<file path="config.mk">
export PLATFORM = sky130hd
export DESIGN_NAME = multi_timer_regs
export DESIGN_NICKNAME = d
export VERILOG_FILES = /design/src/rtl/mtmr_pkg.sv /design/src/rtl/mtmr_counter.sv /design/src/rtl/mtmr_flag.sv /design/src/rtl/multi_timer_regs.sv
export SDC_FILE = /design/constraint.sdc
export NUM_CORES = 1
export LEC_CHECK = 0
export CORE_AREA = 2 2 206 208
export DETAILED_ROUTE_END_ITERATION = 16
export DIE_AREA = 0 0 208 210
export SETUP_SLACK_MARGIN = 0.3
export SLEW_MARGIN = 5
export SYNTH_ARGS = -nofsm -noshare
export SYNTH_HDL_FRONTEND = slang
export SYNTH_SLANG_ARGS = --single-unit
</file>
<file path="constraint.sdc">
create_clock -name clk_i -period 3.35 [get_ports clk_i]
set_clock_uncertainty 0.15 [all_clocks]
set_input_delay 0.67 -clock clk_i [delete_from_list [all_inputs] [get_ports clk_i]]
set_output_delay 0.67 -clock clk_i [all_outputs]
set_load 0.005 [all_outputs]
</file>
<file path="src/rtl/mtmr_pkg.sv">
package mtmr_pkg;
  localparam int NUM_TMR   = 4;
  localparam int OFF_CTRL  = 'h00;
  localparam int OFF_MODE  = 'h04;
  localparam int OFF_PRE0  = 'h08;
  localparam int OFF_CNT12 = 'h20;
  localparam int OFF_CNT3  = 'h24;
  localparam int OFF_CNT4  = 'h28;
  localparam int OFF_CLR1  = 'h30;
  localparam int OFF_CLR2  = 'h34;
endpackage

</file>
<file path="src/rtl/mtmr_counter.sv">
module mtmr_counter #(
  parameter int W = 16
) (
  input  logic         clk_i,
  input  logic         rst_ni,
  input  logic         run_i,
  input  logic         ld_i,
  input  logic [W-1:0] ld_val_i,
  output logic [W-1:0] cnt_o,
  output logic [W-1:0] pre_o,
  output logic         wrap_o
);
  logic [W-1:0] cnt_q, pre_q;

  always_ff @(posedge clk_i or negedge rst_ni) begin
    if (!rst_ni) begin
      cnt_q <= '0;
      pre_q <= '0;
    end else if (ld_i) begin
      cnt_q <= ld_val_i;
      pre_q <= ld_val_i;
    end else if (run_i) begin
      cnt_q <= (cnt_q == '0) ? pre_q : cnt_q - 1'b1;
    end
  end

  assign cnt_o  = cnt_q;
  assign pre_o  = pre_q;
  assign wrap_o = run_i && (cnt_q == '0);

  AST_DECREMENT: assert property (@(posedge clk_i) disable iff (!rst_ni)
    run_i && !ld_i && cnt_q != '0 |=> cnt_q == $past(cnt_q) - 1'b1);
  AST_HOLD_IDLE: assert property (@(posedge clk_i) disable iff (!rst_ni)
    !run_i && !ld_i |=> $stable(cnt_q));
  AST_RELOAD: assert property (@(posedge clk_i) disable iff (!rst_ni)
    run_i && !ld_i && cnt_q == '0 |=> cnt_q == pre_q);
endmodule

</file>
<file path="src/rtl/mtmr_flag.sv">
module mtmr_flag (
  input  logic clk_i,
  input  logic rst_ni,
  input  logic set_i,
  input  logic clr_i,
  output logic flag_o
);
  always_ff @(posedge clk_i or negedge rst_ni) begin
    if (!rst_ni)     flag_o <= 1'b0;
    else if (set_i)  flag_o <= 1'b1;
    else if (clr_i)  flag_o <= 1'b0;
  end

  AST_SET_WINS: assert property (@(posedge clk_i) disable iff (!rst_ni)
    set_i |=> flag_o);
  AST_CLEARED: assert property (@(posedge clk_i) disable iff (!rst_ni)
    clr_i && !set_i |=> !flag_o);
  AST_KEEP: assert property (@(posedge clk_i) disable iff (!rst_ni)
    !set_i && !clr_i |=> $stable(flag_o));
endmodule

</file>
<file path="src/rtl/multi_timer_regs.sv">
module multi_timer_regs
  import mtmr_pkg::*;
#(
  parameter int SHORT_W = 16,
  parameter int LONG_W  = 32,
  parameter int DW      = 32,
  parameter int AW      = 6
) (
  input  logic          clk_i,
  input  logic          rst_ni,
  input  logic [AW-1:0] addr_i,
  input  logic          wr_en_i,
  input  logic [DW-1:0] wr_data_i,
  input  logic          rd_en_i,
  output logic [DW-1:0] rd_data_o,
  output logic          irq_o
);
  localparam int NT       = NUM_TMR;
  localparam int FLAG_LSB = 2 * NT;

  logic [NT-1:0] run_q, ie_q, flags, wrap, clr, ld;
  logic          mode_q;
  logic [DW-1:0] cnt_all [NT];
  logic [DW-1:0] pre_all [NT];
  logic [DW-1:0] snap3_q, snap4_q, rd_mux;

  logic wr_ctrl, wr_mode, wr_clr1, wr_clr2, rd_c12, rd_c3, rd_c4;
  assign wr_ctrl = wr_en_i && addr_i == AW'(OFF_CTRL);
  assign wr_mode = wr_en_i && addr_i == AW'(OFF_MODE);
  assign wr_clr1 = wr_en_i && addr_i == AW'(OFF_CLR1);
  assign wr_clr2 = wr_en_i && addr_i == AW'(OFF_CLR2);
  assign rd_c12  = rd_en_i && addr_i == AW'(OFF_CNT12);
  assign rd_c3   = rd_en_i && addr_i == AW'(OFF_CNT3);
  assign rd_c4   = rd_en_i && addr_i == AW'(OFF_CNT4);

  always_comb begin
    for (int i = 0; i < NT; i++) begin
      ld[i]  = wr_en_i && addr_i == AW'(OFF_PRE0 + 4 * i);
      clr[i] = wr_ctrl && !wr_data_i[FLAG_LSB+i];
    end
    clr[0] = clr[0] | wr_clr1;
    clr[1] = clr[1] | wr_clr2;
  end

  for (genvar i = 0; i < NT; i++) begin : g_tmr
    localparam int TW = (i < 2) ? SHORT_W : LONG_W;
    logic [TW-1:0] cnt, pre;
    mtmr_counter #(.W(TW)) u_cnt (
      .clk_i, .rst_ni,
      .run_i   (run_q[i]),
      .ld_i    (ld[i]),
      .ld_val_i(wr_data_i[TW-1:0]),
      .cnt_o   (cnt),
      .pre_o   (pre),
      .wrap_o  (wrap[i])
    );
    mtmr_flag u_flag (
      .clk_i, .rst_ni,
      .set_i (wrap[i]),
      .clr_i (clr[i]),
      .flag_o(flags[i])
    );
    assign cnt_all[i] = DW'(cnt);
    assign pre_all[i] = DW'(pre);
  end

  always_ff @(posedge clk_i or negedge rst_ni) begin
    if (!rst_ni) begin
      run_q  <= '0;
      ie_q   <= '0;
      mode_q <= 1'b0;
    end else begin
      if (wr_ctrl) begin
        run_q <= wr_data_i[NT-1:0];
        ie_q  <= wr_data_i[2*NT-1:NT];
      end
      if (wr_mode) mode_q <= wr_data_i[0];
    end
  end

  // Coherent mode: the packed read freezes the long timers
  always_ff @(posedge clk_i or negedge rst_ni) begin
    if (!rst_ni) begin
      snap3_q <= '0;
      snap4_q <= '0;
    end else if (rd_c12 && mode_q) begin
      snap3_q <= cnt_all[2];
      snap4_q <= cnt_all[3];
    end
  end

  always_comb begin
    rd_mux = '0;
    for (int i = 0; i < NT; i++)
      if (addr_i == AW'(OFF_PRE0 + 4 * i)) rd_mux = pre_all[i];
    if (addr_i == AW'(OFF_CTRL))  rd_mux = DW'({flags, ie_q, run_q});
    if (addr_i == AW'(OFF_MODE))  rd_mux = DW'(mode_q);
    if (addr_i == AW'(OFF_CNT12)) rd_mux = (cnt_all[1] << SHORT_W) | cnt_all[0];
    if (addr_i == AW'(OFF_CNT3))  rd_mux = mode_q ? snap3_q : cnt_all[2];
    if (addr_i == AW'(OFF_CNT4))  rd_mux = mode_q ? snap4_q : cnt_all[3];
  end

  always_ff @(posedge clk_i or negedge rst_ni) begin
    if (!rst_ni)      rd_data_o <= '0;
    else if (rd_en_i) rd_data_o <= rd_mux;
    else              rd_data_o <= '0;
  end

  assign irq_o = |(flags & ie_q);

  AST_WO_READ_ZERO: assert property (@(posedge clk_i) disable iff (!rst_ni)
    rd_en_i && (addr_i == AW'(OFF_CLR1) || addr_i == AW'(OFF_CLR2)) |=> rd_data_o == '0);
  AST_SNAP_FROZEN: assert property (@(posedge clk_i) disable iff (!rst_ni)
    mode_q && !rd_c12 |=> $stable(snap3_q) && $stable(snap4_q));
  AST_IRQ_NEEDS_FLAG: assert property (@(posedge clk_i) disable iff (!rst_ni)
    irq_o |-> (flags != '0));
endmodule

</file>
# Word level (Yosys, flattened, before mapping)
# Index checks and enable logic that the tools add are counted.
[totals]
mem_count = 0
romBits = 0
latch_bits = 0
word_cells = 104
output_inout_bits = 33
ram_bits = 0
ff_bits = 301
in_bits = 42
[classes]
add_sub_neg = 4
n_reduce_logical = 36
n_eq_ne = 10
n_div = 0
bitwise_logic = 4
n_lt_le_gt_ge = 0
n_shift = 0
muxes = 32
mul = 0
[ops]
columns = ["cell", "count"]
rows = [
  ["$mux W32", 17],
  ["$mux W16", 7],
  ["$logic_not A32 Y1", 2],
  ["$sub A32 B1 Y32 const B", 2],
  ["$logic_not A16 Y1", 2],
  ["$or A32 B16 Y32", 1],
  ["$sub A16 B1 Y16 const B", 2],
  ["$eq A6 B6 Y1 const B", 5],
  ["$logic_and A1 B1 Y1", 18],
  ["$reduce_bool A2 Y1", 8],
  ["$eq A6 B4 Y1 const B", 2],
  ["$eq A6 B5 Y1 const B", 2],
  ["$mux W1", 8],
  ["$eq A6 B3 Y1 const B", 1],
  ["$logic_not A6 Y1", 1],
  ["$and A4 B4 Y4", 1],
  ["$logic_not A1 Y1", 4],
  ["$reduce_or A4 Y1", 1],
  ["$or A1 B1 Y1", 2],
]

# Longest topological paths before layout
[logic_depth]
depth_word = 11
depth_mapped = 9

# Hierarchy
# A second synthesis with hierarchy kept.
[hier_totals]
hier_cells = 1614
hier_area_um2 = 16839.9
[by_module_without_submodules]
columns = ["mod", "cells_per_inst", "n_inst", "area_per_inst_um2", "seq_area_each_um2"]
rows = [
  ["multi_timer_regs", 515, 1, 5973.2, 2627.5],
  ["mtmr_counter at g_tmr[0].u_cnt ...", 180, 2, 1806.7, 800.8],
  ["mtmr_counter at g_tmr[2].u_cnt", 379, 1, 3603.5, 1601.5],
  ["mtmr_counter at g_tmr[3].u_cnt", 348, 1, 3504.6, 1601.5],
  ["mtmr_flag", 3, 4, 36.3, 25.0],
]

# Worst setup path after synthesis
# Ideal clock, no wire load.
[synth_timing]
path_kind = "in2reg"
startpoint = "input port addr_i[0]"
endpoint = "register snap3_q[0]"
required_ns = 3.075
stages = 7
setup_time_ns = 0.125
setup_slack_ns = 0.650
t_arrival_ns = 2.425
n_path_buf = 3
path_cell_list = "buf_2 -> or4_1 -> nor3_2 -> and3_1 -> buf_2 -> buf_4 -> mux2_2"
[synth_between]
elab_chain_len = 3
[synth_lines]
columns = ["item", "line_no", "rtl"]
rows = [
  ["start: declaration", "multi_timer_regs.sv:11", "input logic [AW-1:0] addr_i,"],
  ["$eq A6 B6 Y1", "multi_timer_regs.sv:32", "assign rd_c12 = rd_en_i && addr_i == AW'(OFF_CNT12);"],
  ["$logic_and A1 B1 Y1", "multi_timer_regs.sv:32", ""],
  ["$logic_and A1 B1 Y1", "multi_timer_regs.sv:86", "end else if (rd_c12 && mode_q) begin"],
  ["end signal: assignment", "multi_timer_regs.sv:87", "snap3_q <= cnt_all[2];"],
  ["end: declaration", "multi_timer_regs.sv:25", "logic [DW-1:0] snap3_q, snap4_q, rd_mux;"],
]
# Every way passes these cells.
# A chain may end at the register's enable or synchronous reset.

# Final worst setup path
[layout_timing]
startpoint = "input port addr_i[2]"
endpoint = "register rd_data_o[23]"
[layout_between]
elab_chain_len = 9
[layout_lines]
columns = ["item", "line_no", "rtl"]
rows = [
  ["$eq A6 B5 Y1", "multi_timer_regs.sv:95", "if (addr_i == AW'(OFF_PRE0 + 4 * i)) rd_mux = pre_all[i];"],
  ["$mux W32 (2 in a row)", "multi_timer_regs.sv:95", ""],
  ["$mux W32", "multi_timer_regs.sv:96", "if (addr_i == AW'(OFF_CTRL)) rd_mux = DW'({flags, ie_q, run_q});"],
  ["$mux W32", "multi_timer_regs.sv:97", "if (addr_i == AW'(OFF_MODE)) rd_mux = DW'(mode_q);"],
  ["$mux W32", "multi_timer_regs.sv:98", "if (addr_i == AW'(OFF_CNT12)) rd_mux = (cnt_all[1] << SHORT_W) | cnt_all[0];"],
  ["$mux W32", "multi_timer_regs.sv:99", "if (addr_i == AW'(OFF_CNT3)) rd_mux = mode_q ? snap3_q : cnt_all[2];"],
  ["$mux W32 *", "multi_timer_regs.sv:100", "if (addr_i == AW'(OFF_CNT4)) rd_mux = mode_q ? snap4_q : cnt_all[3];"],
  ["$mux W32 *", "multi_timer_regs.sv:105", "else if (rd_en_i) rd_data_o <= rd_mux;"],
  ["end signal: assignment", "multi_timer_regs.sv:105", ""],
  ["end: declaration", "multi_timer_regs.sv:15", "output logic [DW-1:0] rd_data_o,"],
]
# Every way passes the cells marked *; elsewhere a longest branch is shown, timed or not.

==> summary.md <==
| Metric | Value |
|---|---|
| CTS Sinks | 301 |
| Min cycle time layout | 2.90 ns |
| Die Area | 43700 sq um |
| Largest net degree at the start of global routing | 76 |
| IO Port Bufs | 74 |
| Hold Crit Class | flip-flop to flip-flop |
| Synth Instances | 1775 |
| Die Y | 210 microns |
| Fillers | 3933 |
| Post-synthesis cell area | 16700 sq um |
| RSZ-0062 raised after global routing | false |
| Synth cell count leaders | nand2_1, dfrtp_1, o21ai_0 |
| Antenna violations before repair | 0 |
| Startpoint types | input port |
| Leakage | 8.60 nW |
| Share of layout cells above drive strength 1 | 0.150 |
| Total length of routed wires | 62.0 mm |
| Via density per instance | 6.18 |
| Peak VDD IR | 487 uV |
| Synth top area share | 0.450 |
| Die Wd | 208 microns |
| Vias in the first global route | 14454 |
| H-tree levels | 2 |
| Top FF cell, synth | dfrtp_1 |
| Crit path top cell by count | buf_4 |
| Outcome | completed |
| Final Worst Setup Slack | 0.450 ns |
| R2R setup slack | 0.50 ns |
| Multi-input logic area | 8490 sq um |
| Via count | 14870 |
| Synth Register Bits | 301 |
| Clock Pin Slew Worst Setup and Hold Paths | 0.06 ns |
| Post-DP HPWL | 44.7 mm |
| Max Clock Freq | 0.345 GHz |
| Worst Setup End Kind | flip-flop |
| Dominant cell type by area after synthesis | dfrtp_1 |
| I/O pin total | 75 |
| Hold Slack | 0.355 ns |
| Cell variety after synth | 81 |
| Relative slew slack | 0.302 |
| Pins Over Slew Limit | 0 |
| Synthesized area per cell | 9.43 sq um |
| Layout Utilization | 0.475 |
| Placement Setup Slack | -0.0699 ns |
| DRC viols | 0 |
| GP Congestion | 0.958 |
| Pwr dens | 687 nW/um^2 |
| Final #Nets | 1890 |
| CP arrival | 3.23 ns |
| Cell Chain, Critical Path | clkdlybuf4s50_1 > buf_4 > nor4b_1 > nand2_1 > buf_4 > o22a_1 > a21boi_0 |
| Critical Path RT | 3.68 ns |
| Setup TNS | 0 ns |
| Antenna diodes | 0 |
| CP max stage cell | nor4b_1 |
| Root Driver | clkbuf_16 |
| Global-route wire length before repair | 94.1 mm |
| Reg area | 7540 sq um |
| Worst Max-Slew Pin Slew | 1.04 ns |
| Power, Total | 13.5 mW |
| Dpl cells | 2339 |
| Synth area leaders | dfrtp_1, nand2_1, mux2_2 |
| Cts bufs inserted | 37 |
| Worst Path Class, Setup | input port to flip-flop |
| Initial DRC count | 1579 |
| Most instantiated library cell after synthesis | nand2_1 |
| Delay-heaviest family, CP | simple AND/OR/NAND/NOR gates |
| Post-synth EDFFs | 0 |
| CP Max Fanout | 18 |
| Fin. Hold Viols | 0 |
| Final setup vio count | 0 |
| Core Area | 41500 sq um |
| Drt first pass iters | 9 |
| Post-Syn Nets | 1825 |
| TritonCTS clock tree | built |
| Total GRT Usage | 0.285 |
| GRT Residual Overflow | 0 |
| Placement Cell Area | 18400 sq um |
| Max Buffers Root-to-Sink | 3 |
| Fin cells | 2408 |
| Synth async-reset ratio | 1.00 |
| Insertion delay to the later sink of the worst-skew pair | 0.57 ns |
| Buf/Inv on CP | 3 |
| Final Cell Area | 19700 sq um |
| Area grow syn2layout | 17.6% |
| Cell row count | 75 |
| Maxcap violations | 0 |
| Seq/Total Area, Yosys | 0.450 |
| Fin crit share | 0.866 |
| Largest stage delay, worst path | 0.67 ns |
| Post-DRT Antenna Nets | 0 |
| Initial core utilization | 0.404 |
| DR WL/cell | 25.8 microns |
| Synth warn | 0 |
-- state kept, by name, summed over array words and instances (netlist names) --
name	cells
g_tmr.u_cnt.pre_o	96
snap3_q	32
rd_data_o	32
g_tmr.u_cnt.cnt_o	96
mode_q	1
ie_q	4
snap4_q	32
run_q	4
g_tmr.u_flag.flag_o	4
-- cell usage in the layout (no fill, tap or decap), types with 21 or more instances in the layout --
cell             Yosys  layout
a211oi_1            21      21
mux2i_1             72      72
clkbuf_16            0      39
clkdlybuf4s50_1      0      73
o21ai_0            109     109
a21oi_1             33      31
nor2_1              74      74
inv_1               30      30
nor4_1              30      28
nand2_1            335     335
a221oi_1            32      32
a22oi_1             52      52
buf_4               13      87
xnor2_1             37      37
a31oi_1             21      21
dfrtp_1            301     300
nand3_1             25      25
mux2_2              82      82
nor3_1              52      51
-- worst paths after layout --
path	from	endpoint	cells after the start
max	addr_i[2]	rd_data_o[23]$_DFF_PN0_	7
min	snap4_q[13]$_DFFE_PN0P_	snap4_q[13]$_DFFE_PN0P_	1
max reg2reg	g_tmr[3].u_cnt.cnt_o[5]$_DFFE_PN0P_	g_tmr[3].u_cnt.cnt_o[15]$_DFFE_PN0P_	6
min reg2reg	snap4_q[13]$_DFFE_PN0P_	snap4_q[13]$_DFFE_PN0P_	1
max in group asynchronous	rst_ni	g_tmr[3].u_cnt.pre_o[7]$_DFFE_PN0P_	3
min in group asynchronous	rst_ni	g_tmr[2].u_cnt.pre_o[26]$_DFFE_PN0P_	2
-- layer usage --
layer / part of all wire / wire (microns) / track usage / up-vias
met2: 0.44 / 27500 / 0.438 / 640
li1: - / - / - / 6636
met4: 0.053 / 3290 / 0.142 / 0
met5: 0 / 0 / 0 / -
met1: 0.43 / 26500 / 0.395 / 7455
met3: 0.077 / 4750 / 0.0423 / 139
-- repair_timing --
item,4_1_cts,5_1_grt
setup endpoints to repair,0,0
hold buffers,1,0
setup buffers,0,0
resized for setup,0,0
hold endpoints to repair,55,0
-- layout make-up --
type                    instances  share of cell area
flip-flops and latches        301               0.383
well taps                     539              0.0342
clock inverters                16              0.0116
multi-input cells            1299               0.431
clock buffers                  52              0.0546
inverters                      30             0.00572
repair buffers                171              0.0807
-- report_power, final --
part | total (mW) | leakage, nW | internal, mW | switching (mW)
sequential | 5.66 | 3.95 | 4.30 | 1.37
combinational | 3.56 | 4.02 | 1.54 | 2.02
clock | 4.32 | 0.630 | 2.64 | 1.68
-- kinds of logic (layout without fill, tap and decap cells) --
family                   Yosys count  count (layout)  synth area share
flip-flops                       301             301             0.450
adder cells (fa/ha/maj)            8               8           0.00598
buffers and inverters            175             269            0.0456
multiplexers                     154             154            0.0982
AND/OR/NAND/NOR                  643             643             0.186
AO/OA/AOI/OAI                    452             452             0.192
XOR/XNOR                          42              42            0.0220
Note: power is estimated with default switching activity, not from simulation.
